## src/rtl/prc_pkg.sv

```systemverilog
package prc_pkg;
  typedef enum logic [2:0] {
    PM_RST  = 3'd0,
    PM_RUN  = 3'd1,
    PM_IDLE = 3'd2,
    PM_WAKE = 3'd3,
    PM_PD   = 3'd4
  } pm_state_e;
endpackage

```

## src/rtl/prc_clkdiv.sv

```systemverilog
module prc_clkdiv #(
  parameter int STATES_PER_MC = 6
) (
  input  logic clk,
  input  logic rst_n,
  input  logic run_en,
  output logic mc_tick
);
  localparam int SW = (STATES_PER_MC > 1) ? $clog2(STATES_PER_MC) : 1;
  localparam logic [SW-1:0] LAST_ST = SW'(STATES_PER_MC - 1);

  logic          ph_q, ph_d;
  logic [SW-1:0] st_q, st_d;

  // divide-by-two phase, then state count within a machine cycle
  always_comb begin
    ph_d = ph_q;
    st_d = st_q;
    if (run_en) begin
      ph_d = ~ph_q;
      if (ph_q) begin
        st_d = (st_q == LAST_ST) ? '0 : st_q + 1'b1;
      end
    end
  end

  always_ff @(posedge clk or negedge rst_n) begin
    if (!rst_n) begin
      ph_q <= 1'b0;
      st_q <= '0;
    end else begin
      ph_q <= ph_d;
      st_q <= st_d;
    end
  end

  assign mc_tick = run_en & ph_q & (st_q == LAST_ST);
endmodule

```

## src/rtl/prc_rst_qual.sv

```systemverilog
module prc_rst_qual #(
  parameter int SYNC_STAGES = 2,
  parameter int QUAL_CYC    = 24
) (
  input  logic clk,
  input  logic rst_n,
  input  logic pin,
  output logic pin_s,
  output logic accept
);
  localparam int CW = $clog2(QUAL_CYC + 1);
  localparam logic [CW-1:0] CNT_SAT  = CW'(QUAL_CYC);
  localparam logic [CW-1:0] CNT_LAST = CW'(QUAL_CYC - 1);

  logic [SYNC_STAGES-1:0] sync_q;

  generate
    if (SYNC_STAGES == 1) begin : g_sync1
      always_ff @(posedge clk or negedge rst_n) begin
        if (!rst_n) sync_q <= '0;
        else        sync_q <= pin;
      end
    end else begin : g_syncn
      always_ff @(posedge clk or negedge rst_n) begin
        if (!rst_n) sync_q <= '0;
        else        sync_q <= {sync_q[SYNC_STAGES-2:0], pin};
      end
    end
  endgenerate

  assign pin_s = sync_q[SYNC_STAGES-1];

  logic [CW-1:0] cnt_q, cnt_d;

  // length of the current high run, saturating
  always_comb begin
    if (!pin_s)                cnt_d = '0;
    else if (cnt_q == CNT_SAT) cnt_d = cnt_q;
    else                       cnt_d = cnt_q + 1'b1;
  end

  always_ff @(posedge clk or negedge rst_n) begin
    if (!rst_n) cnt_q <= '0;
    else        cnt_q <= cnt_d;
  end

  assign accept = pin_s & (cnt_q == CNT_LAST);
endmodule

```

## src/rtl/prc_mode_fsm.sv

```systemverilog
module prc_mode_fsm
  import prc_pkg::*;
(
  input  logic      clk,
  input  logic      rst_n,
  input  logic      pin_s,
  input  logic      rst_acc,
  input  logic      mc_tick,
  input  logic      idle_req,
  input  logic      pd_req,
  input  logic      irq_pend,
  output pm_state_e state
);
  pm_state_e st_q, st_d;

  always_comb begin
    st_d = st_q;
    unique case (st_q)
      PM_RST: begin
        if (!pin_s && mc_tick) st_d = PM_RUN;
      end
      PM_RUN: begin
        if (rst_acc)       st_d = PM_RST;
        else if (pd_req)   st_d = PM_PD;   // power-down outranks idle
        else if (idle_req) st_d = PM_IDLE;
      end
      PM_IDLE: begin
        if (rst_acc)       st_d = PM_RST;
        else if (pin_s)    st_d = PM_WAKE;
        else if (irq_pend) st_d = PM_RUN;
      end
      PM_WAKE: begin
        if (rst_acc)       st_d = PM_RST;
        else if (!pin_s)   st_d = PM_IDLE;
      end
      PM_PD: begin
        if (rst_acc)       st_d = PM_RST;
      end
      default:             st_d = PM_RST;
    endcase
  end

  always_ff @(posedge clk or negedge rst_n) begin
    if (!rst_n) st_q <= PM_RST;
    else        st_q <= st_d;
  end

  assign state = st_q;
endmodule

```

## src/rtl/pwr_rst_ctrl.sv

```systemverilog
module pwr_rst_ctrl
  import prc_pkg::*;
#(
  parameter int STATES_PER_MC = 6,
  parameter int QUAL_MC       = 2,
  parameter int SYNC_STAGES   = 2
) (
  input  logic clk_osc,
  input  logic rst_n,
  input  logic rst_pin,
  input  logic idle_req,
  input  logic pd_req,
  input  logic irq_pend,
  output logic cpu_clk_en,
  output logic per_clk_en,
  output logic osc_en,
  output logic core_rst,
  output logic ram_wr_inh,
  output logic strb_force,
  output logic ale_lvl,
  output logic psen_lvl,
  output logic mc_tick
);
  localparam int OSC_PER_MC = 2 * STATES_PER_MC;
  localparam int QUAL_CYC   = QUAL_MC * OSC_PER_MC;

  logic      pin_s;
  logic      rst_acc;
  pm_state_e state;

  prc_rst_qual #(
    .SYNC_STAGES (SYNC_STAGES),
    .QUAL_CYC    (QUAL_CYC)
  ) u_qual (
    .clk    (clk_osc),
    .rst_n  (rst_n),
    .pin    (rst_pin),
    .pin_s  (pin_s),
    .accept (rst_acc)
  );

  prc_clkdiv #(
    .STATES_PER_MC (STATES_PER_MC)
  ) u_div (
    .clk     (clk_osc),
    .rst_n   (rst_n),
    .run_en  (osc_en),
    .mc_tick (mc_tick)
  );

  prc_mode_fsm u_fsm (
    .clk      (clk_osc),
    .rst_n    (rst_n),
    .pin_s    (pin_s),
    .rst_acc  (rst_acc),
    .mc_tick  (mc_tick),
    .idle_req (idle_req),
    .pd_req   (pd_req),
    .irq_pend (irq_pend),
    .state    (state)
  );

  always_comb begin
    cpu_clk_en = 1'b1;
    per_clk_en = 1'b1;
    osc_en     = 1'b1;
    core_rst   = 1'b0;
    ram_wr_inh = 1'b0;
    strb_force = 1'b0;
    ale_lvl    = 1'b1;
    psen_lvl   = 1'b1;
    unique case (state)
      PM_RST: begin
        core_rst   = 1'b1;
        ram_wr_inh = 1'b1;
      end
      PM_RUN: ;
      PM_IDLE: begin
        cpu_clk_en = 1'b0;
        strb_force = 1'b1;
      end
      PM_WAKE: begin
        ram_wr_inh = 1'b1;
      end
      PM_PD: begin
        cpu_clk_en = 1'b0;
        per_clk_en = 1'b0;
        osc_en     = pin_s;   // a pin level restarts the oscillator
        strb_force = 1'b1;
        ale_lvl    = 1'b0;
        psen_lvl   = 1'b0;
      end
      default: begin
        core_rst   = 1'b1;
        ram_wr_inh = 1'b1;
      end
    endcase
  end
endmodule

```

## config.mk

```make
export PLATFORM = sky130hd
export DESIGN_NAME = pwr_rst_ctrl
export DESIGN_NICKNAME = d
export VERILOG_FILES = /design/src/rtl/prc_pkg.sv /design/src/rtl/prc_clkdiv.sv /design/src/rtl/prc_rst_qual.sv /design/src/rtl/prc_mode_fsm.sv /design/src/rtl/pwr_rst_ctrl.sv
export SDC_FILE = /design/constraint.sdc
export NUM_CORES = 1
export LEC_CHECK = 0
export ABC_AREA = 1
export BUFFER_PORTS_ARGS = -buffer_cell sky130_fd_sc_hd__buf_2
export CAP_MARGIN = 20
export CORE_MARGIN = 1.5
export CORE_UTILIZATION = 45
export CTS_CLUSTER_DIAMETER = 60
export DETAILED_ROUTE_END_ITERATION = 8
export PLACE_DENSITY = 0.76
export SYNTH_ARGS = -nofsm -noshare
export SYNTH_HDL_FRONTEND = slang
export SYNTH_SLANG_ARGS = --single-unit
```

## constraint.sdc

```tcl
create_clock -name clk_osc -period 1.2 [get_ports clk_osc]
set_input_delay 0.36 -clock clk_osc [delete_from_list [all_inputs] [get_ports clk_osc]]
set_output_delay 0.36 -clock clk_osc [all_outputs]
set_load 0.01 [all_outputs]
```

# --- Word-level counts from Yosys, hierarchy flattened ---
# Index checks and enable logic that the tools add are counted.
totals:
  reg_bits: 14
  in_bits: 6
  output_inout_bits: 9
  word_cells: 52
classes:
  addsub: 2
  n_eq_ne: 13
  muxes: 20
  bitwise: 4
  reduce_logical: 8
ops:
  columns: ["cell", "n"]
  rows:
  - ["two-way mux 3 bit", 11]
  - ["one-hot mux 3 bit (5 select lines)", 1]
  - ["== test 5 bit (second input constant)", 2]
  - ["two-way mux 5 bit", 2]
  - ["inequality test 4 bit (second input constant)", 2]
  - ["== test 3 x 2 -> 1 bit (second input constant)", 2]
  - ["== test 3 bit (second input constant)", 2]
  - ["two-way mux 1 bit", 6]
  - ["adder 5 x 1 -> 5 bit (second input constant)", 1]
  - ["AND reduction 5 bit", 1]
  - ["inequality test 2 bit (second input constant)", 2]
  - ["OR reduction 4 bit", 1]
  - ["adder 3 x 1 -> 3 bit (second input constant)", 1]
  - ["AND 1 bit", 3]
  - ["== test 3 x 1 -> 1 bit (second input constant)", 1]
  - ["zero test 3 bit", 1]
  - ["inequality test 3 bit (second input constant)", 1]
  - ["OR reduction 3 bit", 1]
  - ["inequality test 2 x 1 -> 1 bit (second input constant)", 1]
  - ["AND reduction 2 bit", 1]
  - ["OR reduction 2 bit", 1]
  - ["logical AND 1 bit", 1]
  - ["zero test 1 bit", 1]
  - ["inverter 1 bit", 1]

# --- Longest topological paths before layout ---
depth:
  depth_word: 7
  mapped_depth: 10
  ltp_nobuf: 10

# --- By module ---
# A second synthesis with hierarchy kept.
unflattened:
  cells_unflattened: 125
  area_unflattened_um2: 895.9
by_module_without_submodules:
  columns: ["module", "n_inst", "cells_each", "area_per_inst_um2", "seq_area_each_um2"]
  rows:
  - ["prc_rst_qual", 1, 43, 362.8, 175.2]
  - ["prc_mode_fsm", 1, 40, 254.0, 75.1]
  - ["prc_clkdiv", 1, 22, 186.4, 100.1]
  - ["pwr_rst_ctrl", 1, 20, 92.6, 0.0]

# --- Worst setup path before layout ---
# Ideal clock, no wire load.
synth_timing:
  kind: "reg-to-output"
  start: "reg u_fsm.st_q[0], in the netlist u_fsm.state[0]"
  end: "out core_rst"
  arrival_ns: 1.166
  t_required_ns: 0.840
  path_slack_ns: -0.326
  stages_incl_launch_ff: 7
  path_buffers: 0
  path_cell_list: "dfrtp_1 inv_1 nand3_2 inv_2 nor2_1 inv_1 nor2_1"
synth_between:
  elab_chain_cells: 3
  word_cells_on_any_way: 6
  cone_classes: "eq/ne: 4; mux: 1; reduce/logical: 1"
synth_lines:
  columns: ["item", "line", "text"]
  rows:
  - ["start, declared", "prc_mode_fsm.sv:14", "pm_state_e st_q, st_d;"]
  - ["start signal, assigned", "prc_mode_fsm.sv:45", "else st_q <= st_d;"]
  - ["== test 3 x 1 -> 1 bit (tied with other cells)", "pwr_rst_ctrl.sv:72", "unique case (state)"]
  - ["OR reduction 4 bit (no source line) *", null, null]
  - ["two-way mux 1 bit *", "pwr_rst_ctrl.sv:72", null]
  - ["end, declared", "pwr_rst_ctrl.sv:17", "output logic core_rst,"]
# Every way passes the cells marked *; elsewhere a longest branch is shown, timed or not.

# --- Worst setup path in the final report ---
# Same ends and word-level chain as after synthesis.

==> impl_metrics.ini <==
[status]
status = finished with violations
violations = setup timing

[worst_setup_path]
critPathMaxStageDelay_ns = 0.44
cp.depth = 5
crit_family = flip-flops
cp_slowest_cell = dfrtp_1
worstPathArrival_ns = 1.32
critPathMaxFanout = 3
path_cells = nor3_4 -> nor2_4 -> inv_2 -> nor2_2 -> buf_2
end_kind = output pin
r2r_cells = 11
critical_path_required_ns = 0.84
path_class = reg2out
start_kind = flop
critPathBufInv = 2

[synth]
synth_fa_ha_area_share_pct = 3.09
synthesis.nets = 115
yosysSeqAreaShare_pct = 43.2
synth_area_um2 = 811
synth-simple-area-share_pct = 35.3
yosysWarnings = 0
ys_ff_latch = 14
synth_cell_types = 21
avgSynthCellArea_um2 = 7.58
synth-xor-area-share_pct = 1.08
synth_compound_area_share_pct = 7.56
synth_cells = 107
synthMuxAreaShare_pct = 0
synth_top_family_by_area = simple AND/OR/NAND/NOR gates

[die]
core-area_mm2 = 0.00171
dieArea_mm2 = 0.00207
initial_core_util_pct = 47.5
io_pins = 15
die_x_um = 45.4
die_h_um = 45.4
placementRows = 15

[clock_tree]
cts_buffers = 3
cts-root-buf = clkbuf_4
clock_path_buffers = 2
cts_tree = yes
clock_latency_ns = 0.27
cts.htree.levels = 1
path_clk_slew_ns = 0.09
clock-sinks = 14

[sta]
skew_ns = 0.00162
drv_slew = 0
setup_viol = 14
finalHoldViolCount = 0
rsz0062_at_grt = true
layout_setup_ws_ns = -0.476
fmax_ghz = 0.597
period_minus_slack_ns = 1.68
relSlewSlack_pct = 78.9
worst_pin_slew_ns = 0.316
fin_crit_sh_pct = 140

[grt]
busiest_layer = met2
grt_pass1_wl_um = 3370
met1_usage_pct = 30.1
use_met2_pct = 40.0
overflow = 0
grt_max_degree = 15
grt_antenna_before_repair = 0
grt_pass1_vias = 762
grt_use_met3_pct = 3.57
grt_usage_pct = 23.1

[final_layout]
final_cell_mix = buf_4, nand2_1, dfrtp_1
final_common_cell = buf_4
instances_no_fill = 176
n_antenna_cell = 0
layout-drive-gt1-share_pct = 53.6
multi_input_area_um2 = 499
fillers = 115
area_growth_pct = 61.4
fin_nets = 160
layout.area.seq_um2 = 352

[detailed_routing]
wl_um = 2200
drt-vias-per-instance = 4.99
dr.pass1.iters = 4
ant_nets = 0
detail_route.wl_per_cell_um = 12.5
drt_iter0_drc = 28
drc = 0
vias = 878

[run]
maxCapViolations = 0

[hold_path]
min_path_type = in2reg
min_path_cells = 1

[pwr]
cellPowerDensity_mw_per_mm2 = 912
leakage_uw = 0.000643
power.total_uw = 1190
peakVddDrop_mv = 1.02

[placement]
place.gp.congestion = 0.886
dp_slack_ns = -0.218
dp.cells = 161
dp_hpwl_um = 1480
portBuffers = 14
[path summary, 6_finish.rpt]
kind / slack, ns / end / start
min reg2reg: 0.36 / u_qual.sync_q[1] / u_qual.sync_q[0]
max: -0.48 / core_rst / u_fsm.state[0]
min in group asynchronous: 0.51 / u_qual.cnt_q[1] / rst_n
max reg2reg: -0.27 / u_fsm.state[0] / u_fsm.state[1]
min: 0.19 / u_qual.sync_q[0] / rst_pin
max in group asynchronous: 0.43 / u_fsm.state[2] / rst_n
[worst register-to-register path: cells and delay by family, from the launching register on]
kind,cells,cell delay [ns]
buf+inv,4,0.42
flops,1,0.36
simple gates,7,0.59
[cells in the mapped netlist]
master    count  area (um2)
a21oi_1       3        15.0
a31oi_1       1        6.26
buf_4         2        15.0
dfrtp_1      14         350
ha_1          2        25.0
inv_1        15        56.3
inv_2         2        7.51
nand2_1      20        75.1
nand2_2       4        25.0
nand3_1       8        40.0
nand3_2       1        10.0
nand3_4       1        17.5
nand3b_1      1        7.51
nand4_1       3        18.8
nor2_1       16        60.1
nor2_2        1        6.26
nor2_4        1        11.3
nor3_1        3        15.0
o21ai_0       7        35.0
o21ai_1       1        5.00
xnor2_1       1        8.76
[where the power goes]
group,leakage [uW],internal [uW],switching (uW)
clock network,0.0000210,184,148
logic,0.000448,131,133
registers,0.000174,537,59.5
[flip-flops by register name, indices dropped and copies added (netlist names)]
signal	count
u_div.ph_q	1
u_div.st_q	3
u_fsm.state	3
u_qual.cnt_q	5
u_qual.sync_q	2
[timing repair]
item                       in CTS  in global routing
setup endpoints to repair      15                 19
buffers inserted                7                  5
pin swaps                       6                  7
hold buffers                    1                  0
resized for setup              14                 11
hold endpoints to repair       14                  0
[through the flow]
step	util [%]	hold slack, ns	setup TNS (ns)	instance area, um2
after floorplan	-	0.0644	-0.391	876
after global placement	63.8	0.270	-0.996	1090
after detailed placement	63.8	0.271	-1.55	1090
after CTS	72.5	0.177	-4.54	1240
after global routing	76.6	0.174	-5.63	1310
final	76.6	0.189	-4.75	1310
[layer usage]
metal	wire (um)	share of wire, %
met4	9	0.41
met2	1190	54
met1	880	40
met3	112	5.1
met5	0	0
[cell type report]
| type | count | share of cell area, % |
|---|---|---|
| Multi-Input combinational cell | 74 | 38.1 |
| Sequential cell | 14 | 26.9 |
| Timing Repair Buffer | 42 | 24.8 |
| Inverter | 17 | 5.07 |
| Clock buffer | 4 | 2.77 |
| Tap cell | 25 | 2.39 |
[cells by family (layout without fill, tap and decap cells)]
group | count (synthesis) | in the layout
and+or+nand+nor | 59 | 59
buffers and inverters | 19 | 63
adders and majority gates | 2 | 2
DFF | 14 | 14
AOI/OAI and AO/OA | 12 | 12
xor gates and xnor gates | 1 | 1
(Power assumes the default switching activity.)
